$ cat config.mk
export PLATFORM = sky130hd
export DESIGN_NAME = lp_mode_ctrl
export DESIGN_NICKNAME = d
export VERILOG_FILES = /design/src/rtl/lpm_pkg.sv /design/src/rtl/lpm_wake_sel.sv /design/src/rtl/lpm_seq.sv /design/src/rtl/lpm_ctl_dec.sv /design/src/rtl/lp_mode_ctrl.sv
export SDC_FILE = /design/constraint.sdc
export NUM_CORES = 1
export LEC_CHECK = 0
export CORE_ASPECT_RATIO = 1.1
export CORE_UTILIZATION = 60
export DETAILED_ROUTE_END_ITERATION = 6
export DONT_BUFFER_PORTS = 1
export PLACE_DENSITY_LB_ADDON = 0.2
export SLEW_MARGIN = 0
export SYNTH_ARGS = -nofsm -noshare
export SYNTH_HDL_FRONTEND = slang
export SYNTH_SLANG_ARGS = --single-unit
$ cat constraint.sdc
create_clock -name clk_i -period 2.3 [get_ports clk_i]
set_input_delay 0.46 -clock clk_i [delete_from_list [all_inputs] [get_ports clk_i]]
set_output_delay 0.46 -clock clk_i [all_outputs]
set_load 0.02 [all_outputs]
$ cat src/rtl/lpm_pkg.sv
package lpm_pkg;
  typedef enum logic [1:0] {
    REQ_RUN   = 2'd0,
    REQ_SLEEP = 2'd1,
    REQ_STOP  = 2'd2,
    REQ_STBY  = 2'd3
  } lp_req_e;

  typedef enum logic [2:0] {
    ST_RUN    = 3'd0,
    ST_SLEEP  = 3'd1,
    ST_STOP   = 3'd2,
    ST_STBY   = 3'd3,
    ST_RESUME = 3'd4,
    ST_RST    = 3'd5
  } lp_state_e;

  typedef struct packed {
    logic cpu_en;
    logic per_en;
    logic retain;
    logic pwr_dn;
    logic rst;
  } lp_ctl_t;
endpackage

$ cat src/rtl/lpm_wake_sel.sv
module lpm_wake_sel #(
  parameter int N_WAKE = 3
) (
  input  logic              clk_i,
  input  logic              rst_ni,
  input  logic              armed_i,
  input  logic [N_WAKE-1:0] evt_i,
  input  logic [N_WAKE-1:0] en_i,
  input  logic              clr_i,
  output logic              accept_o,
  output logic [N_WAKE-1:0] src_o
);
  logic [N_WAKE-1:0] hit, first;
  logic              found;

  assign hit      = evt_i & en_i & {N_WAKE{armed_i}};
  assign accept_o = |hit;

  // lowest index wins
  always_comb begin
    first = '0;
    found = 1'b0;
    for (int i = 0; i < N_WAKE; i++) begin
      if (hit[i] && !found) begin
        first[i] = 1'b1;
        found    = 1'b1;
      end
    end
  end

  always_ff @(posedge clk_i or negedge rst_ni) begin
    if (!rst_ni) src_o <= '0;
    else if (accept_o && (src_o == '0 || clr_i)) src_o <= first;
    else if (clr_i) src_o <= '0;
  end


  src_onehot_chk: assert property (@(posedge clk_i) disable iff (!rst_ni)
    $onehot0(src_o));


  no_src_wo_en_chk: assert property (@(posedge clk_i) disable iff (!rst_ni)
    (!armed_i || (evt_i & en_i) == '0) && !clr_i |=> $stable(src_o));
endmodule

$ cat src/rtl/lpm_seq.sv
module lpm_seq
  import lpm_pkg::*;
#(
  parameter int WAKE_CYC = 4,
  parameter int RST_CYC  = 6,
  parameter int LAT_W    = 8
) (
  input  logic             clk_i,
  input  logic             rst_ni,
  input  logic             enter_i,
  input  logic [1:0]       mode_i,
  input  logic             any_en_i,
  input  logic             wake_i,
  input  logic             clr_i,
  input  logic             ack_i,
  output lp_state_e        state_o,
  output logic             armed_o,
  output logic [LAT_W-1:0] latency_o,
  output logic             err_o,
  output logic             rcause_o,
  output logic             restore_o
);
  localparam int MAXC  = (WAKE_CYC > RST_CYC) ? WAKE_CYC : RST_CYC;
  localparam int CNT_W = $clog2(MAXC + 1);

  lp_state_e        state_q, state_d;
  logic [CNT_W-1:0] cnt_q, cnt_d;
  logic             reject, wake_stop, wake_stby;

  assign armed_o   = (state_q == ST_SLEEP) || (state_q == ST_STOP) || (state_q == ST_STBY);
  assign reject    = (state_q == ST_RUN) && enter_i && !any_en_i &&
                     (mode_i == REQ_STOP || mode_i == REQ_STBY);
  assign wake_stop = (state_q == ST_STOP) && wake_i;
  assign wake_stby = (state_q == ST_STBY) && wake_i;
  assign state_o   = state_q;

  always_comb begin
    state_d = state_q;
    cnt_d   = cnt_q;
    unique case (state_q)
      ST_RUN: if (enter_i && !reject) begin
        unique case (mode_i)
          REQ_SLEEP: state_d = ST_SLEEP;
          REQ_STOP:  state_d = ST_STOP;
          REQ_STBY:  state_d = ST_STBY;
          default:   state_d = ST_RUN;
        endcase
      end
      ST_SLEEP: if (wake_i) state_d = ST_RUN;
      ST_STOP: if (wake_i) begin
        state_d = ST_RESUME;
        cnt_d   = CNT_W'(WAKE_CYC);
      end
      ST_STBY: if (wake_i) begin
        state_d = ST_RST;
        cnt_d   = CNT_W'(RST_CYC);
      end
      ST_RESUME, ST_RST: begin
        if (cnt_q <= CNT_W'(1)) state_d = ST_RUN;
        else cnt_d = cnt_q - 1'b1;
      end
      default: state_d = ST_RUN;
    endcase
  end

  always_ff @(posedge clk_i or negedge rst_ni) begin
    if (!rst_ni) begin
      state_q   <= ST_RUN;
      cnt_q     <= '0;
      latency_o <= '0;
      err_o     <= 1'b0;
      rcause_o  <= 1'b0;
      restore_o <= 1'b0;
    end else begin
      state_q <= state_d;
      cnt_q   <= cnt_d;
      if (armed_o && wake_i) latency_o <= LAT_W'(1);
      else if ((state_q == ST_RESUME || state_q == ST_RST) && latency_o != '1)
        latency_o <= latency_o + 1'b1;
      if (reject) err_o <= 1'b1;
      else if (clr_i) err_o <= 1'b0;
      if (wake_stby) rcause_o <= 1'b1;
      else if (clr_i) rcause_o <= 1'b0;
      if (wake_stop) restore_o <= 1'b1;
      else if (ack_i) restore_o <= 1'b0;
    end
  end


  no_entry_wo_strobe_chk: assert property (@(posedge clk_i) disable iff (!rst_ni)
    state_q == ST_RUN && !enter_i |=> state_q == ST_RUN);


  reject_chk: assert property (@(posedge clk_i) disable iff (!rst_ni)
    state_q == ST_RUN && enter_i && !any_en_i && mode_i[1] |=> state_q == ST_RUN && err_o);


  hold_asleep_chk: assert property (@(posedge clk_i) disable iff (!rst_ni)
    armed_o && !wake_i |=> state_q == $past(state_q));


  rst_from_stby_chk: assert property (@(posedge clk_i) disable iff (!rst_ni)
    $rose(state_q == ST_RST) |-> $past(state_q == ST_STBY) && rcause_o);


  restore_from_stop_chk: assert property (@(posedge clk_i) disable iff (!rst_ni)
    $rose(restore_o) |-> $past(state_q == ST_STOP));
endmodule

$ cat src/rtl/lpm_ctl_dec.sv
module lpm_ctl_dec
  import lpm_pkg::*;
(
  input  lp_state_e state_i,
  output lp_ctl_t   ctl_o
);
  always_comb begin
    ctl_o = '0;
    unique case (state_i)
      ST_RUN:    begin ctl_o.cpu_en = 1'b1; ctl_o.per_en = 1'b1; end
      ST_SLEEP:  ctl_o.per_en = 1'b1;
      ST_STOP,
      ST_RESUME: ctl_o.retain = 1'b1;
      ST_STBY:   ctl_o.pwr_dn = 1'b1;
      ST_RST:    ctl_o.rst    = 1'b1;
      default:   ctl_o = '0;
    endcase
  end
endmodule

$ cat src/rtl/lp_mode_ctrl.sv
module lp_mode_ctrl
  import lpm_pkg::*;
#(
  parameter int N_WAKE   = 3,
  parameter int WAKE_CYC = 4,
  parameter int RST_CYC  = 6,
  parameter int LAT_W    = 8
) (
  input  logic              clk_i,
  input  logic              rst_ni,
  input  logic [1:0]        mode_req_i,
  input  logic              enter_i,
  input  logic [N_WAKE-1:0] wake_en_i,
  input  logic [N_WAKE-1:0] wake_evt_i,
  input  logic              flags_clr_i,
  input  logic              restore_ack_i,
  output logic              cpu_clk_en_o,
  output logic              periph_clk_en_o,
  output logic              retain_o,
  output logic              pwr_down_o,
  output logic              sys_rst_o,
  output logic              restore_req_o,
  output logic [N_WAKE-1:0] wake_src_o,
  output logic              rst_cause_stby_o,
  output logic              err_o,
  output logic [LAT_W-1:0]  latency_o
);
  lp_state_e state;
  lp_ctl_t   ctl;
  logic      armed, accept;

  lpm_wake_sel #(.N_WAKE(N_WAKE)) u_wake (
    .clk_i    (clk_i),
    .rst_ni   (rst_ni),
    .armed_i  (armed),
    .evt_i    (wake_evt_i),
    .en_i     (wake_en_i),
    .clr_i    (flags_clr_i),
    .accept_o (accept),
    .src_o    (wake_src_o)
  );

  lpm_seq #(.WAKE_CYC(WAKE_CYC), .RST_CYC(RST_CYC), .LAT_W(LAT_W)) u_seq (
    .clk_i     (clk_i),
    .rst_ni    (rst_ni),
    .enter_i   (enter_i),
    .mode_i    (mode_req_i),
    .any_en_i  (|wake_en_i),
    .wake_i    (accept),
    .clr_i     (flags_clr_i),
    .ack_i     (restore_ack_i),
    .state_o   (state),
    .armed_o   (armed),
    .latency_o (latency_o),
    .err_o     (err_o),
    .rcause_o  (rst_cause_stby_o),
    .restore_o (restore_req_o)
  );

  lpm_ctl_dec u_dec (
    .state_i (state),
    .ctl_o   (ctl)
  );

  assign cpu_clk_en_o    = ctl.cpu_en;
  assign periph_clk_en_o = ctl.per_en;
  assign retain_o        = ctl.retain;
  assign pwr_down_o      = ctl.pwr_dn;
  assign sys_rst_o       = ctl.rst;


  pd_excl_chk: assert property (@(posedge clk_i) disable iff (!rst_ni)
    pwr_down_o |-> !cpu_clk_en_o && !periph_clk_en_o && !retain_o && !sys_rst_o);
endmodule

==> impl_metrics.yaml <==
clock_network:
  cts_tree: "done"
  hold_buffers: 1
  h-tree-depth: 1
  root_buffer: "clkbuf_4"
  cts_sinks: 20
  cts.path.max_buffers: 2
  clkTransAtPathRegs_ps: 110
  cts_buffers: 3
  clock_latency_ps: 290
  cts_setup_buffers: 0
  cts-resized-gates: 0
layout:
  final_cell_mix: "dfrtp_1 (20), nor2_1 (11), nand2_1 (8), inv_1 (7), o21ai_0 (6)"
  design_area_sq_mm: 0.001131
  final_common_cell: "dfrtp_1"
  syn_to_final_growth_pct: 5.361
  n_fill_cell: 138
  n_antenna_cell: 0
  fin_util_pct: 70.08
  nets: 130
  layout-drive-gt1-share_pct: 9.735
power:
  power.density_mw_per_mm2: 1168
  ir_drop_uv: 730.1
  p_leak_uw: 0.0004935
sta:
  tightestPinTransition_ps: 874.5
  report.final.setup_viol: 0
  finalHoldViolCount: 0
  period_needed_ps: 2045
  tns_ps: 0
  finClkSkew_ps: 1.264
  fin_crit_sh_pct: 88.93
  relSlewSlack_pct: 41.50
  clock.fmax_ghz: 0.4889
  rsz0062_at_grt: "no"
  slew_violations: 0
drt:
  first_pass_iters: 4
  drt-total-wl_um: 2027
  wire_per_inst_um: 15.59
  avgViaCountPerCell: 6.323
  ant_nets: 0
  vias: 822
  route.detailed.drc: 0
  drt_first_iter_violations: 17
critical_path:
  cp_cell_sequence: "nand2b_1, a21oi_1"
  slowest_stage: "dfrtp_1"
  setup.worst_path.class: "reg2out"
  cp-start-kind: "register"
  cpLargestDelayFamily: "flip-flops"
  path_max_fanout: 13
  startpoint: "u_seq.state_o[2]"
  r2r-start: "u_seq.state_o[2]"
  crit_buf_inv: 0
  cp_data_arrival_time_ps: 1590
  required_ps: 1840
  cp_slowest_stage_delay_ps: 590
  end_kind: "output port"
logic_synthesis:
  syn_area_sq_mm: 0.001074
  synth.avg_cell_area_sq_um: 9.759
  async_flop_share_pct: 100.0
  ys_seq_area_share_pct: 46.62
  synth_edf_count: 0
  synth_nets: 126
  synthCells: 110
  synth_ff_type: "dfrtp_1"
  ys_ff_latch: 20
  ys_types: 38
  ys_warn_count: 0
place:
  io_buffers: 0
  place_area_sq_mm: 0.001085
  gp_congestion: 0.7884
  hpwl_um: 1459
flow_run:
  maxCapViolations: 0
grt:
  grt_start_max_net_pins: 21
  antenna_found_initial: 0
  grt_pass1_vias: 804
  grt.overflow.total: 0
  track_usage_pct: 23.37
  grt_pass1_wl_um: 3436
status:
  status: "complete, no violations"
floorplan:
  die_x_um: 42.33
  dieArea_sq_mm: 0.001963
  die_h_um: 46.37
  core_area_sq_mm: 0.001614
  start_util_pct: 66.51
  ios: 32
  rows: 15
hold_path:
  hold_class: "in2reg"
  worstHoldStart: "restore_ack_i"
per-layer routing:
layer | vias up | track usage [%] | part of all wire [%]
met5 | - | 0 | 0
met4 | 0 | 10.00 | 0.84
met3 | 2 | 3.922 | 4.0
met2 | 20 | 36.31 | 48
met1 | 393 | 32.51 | 47
li1 | 407 | - | -
worst paths after layout:
path                                           end  slack (ps)  depth (start not counted)
worst max-delay path                      retain_o         250                          2
worst min-delay path               u_seq.restore_o         270                          1
worst max register to register  u_seq.latency_o[7]         470                          4
worst min register to register      u_seq.cnt_q[0]         570                          1
max in group asynchronous           u_seq.cnt_q[0]        1050                          1
min in group asynchronous       u_seq.latency_o[6]         720                          1
kinds of logic after synthesis:
family	after synthesis	synth area share [%]
DFF	20	46.62
adders and majority gates	3	3.497
buffers and inverters	9	3.380
and+or+nand+nor	48	24.24
muxes	2	2.331
xor gates and xnor gates	4	3.264
AOI/OAI and AO/OA	24	16.67
registers in the layout, indices dropped and copies added (netlist names):
signal,cells
u_seq.restore_o,1
u_seq.rcause_o,1
u_seq.cnt_q,3
u_seq.state_o,3
u_wake.src_o,3
u_seq.err_o,1
u_seq.latency_o,8
final cells by class:
class / count / area [sq um] / area share (%)
Sequential cell: 20 / 500.5 / 44.25
Tap cell: 17 / 21.27 / 1.881
Clock buffer: 4 / 36.28 / 3.208
Inverter: 7 / 26.28 / 2.323
Multi-Input combinational cell: 81 / 536.8 / 47.46
Timing Repair Buffer: 1 / 10.01 / 0.8850
power breakdown:
group          switching [uW]  leakage (uW)  internal [uW]  total, uW
Sequential                204      0.000264            445        648
Clock                     103     0.0000210           96.5        200
Combinational             282      0.000208            191        473
metrics by stage:
stage | instances | worst slack [ps] | hold slack (ps) | total power, uW
after global placement | 125 | 529.9 | 164.8 | 1107
after CTS | 130 | 249.7 | 260.9 | 1333
after detailed placement | 125 | 489.0 | 164.8 | 1118
after global routing | 130 | 151.7 | 266.4 | 1427
final | 130 | 254.7 | 271.2 | 1321
after floorplan | 110 | 654.8 | 164.4 | 1026
worst reg2reg max path, delay by kind of cell, from the launching register on:
kind          cells  cell delay [ps]
flops             1              590
simple gates      4             1110
synthesized netlist by cell type, types with 2 or more instances:
library cell | instances | share of area, %
a21oi_1 | 2 | 0.93
nand2b_1 | 3 | 1.7
o2bb2ai_1 | 4 | 3.3
buf_2 | 2 | 0.93
nor2_1 | 11 | 3.8
a41o_1 | 2 | 1.9
nand3_1 | 5 | 2.3
a211oi_1 | 2 | 1.4
dfrtp_1 | 20 | 47
nor3_1 | 5 | 2.3
nand2_1 | 8 | 2.8
a22o_1 | 2 | 1.6
o21ai_0 | 6 | 2.8
ha_1 | 3 | 3.5
xnor2_1 | 3 | 2.4
inv_1 | 7 | 2.4
nor2b_1 | 4 | 2.3
(Power assumes the default switching activity.)
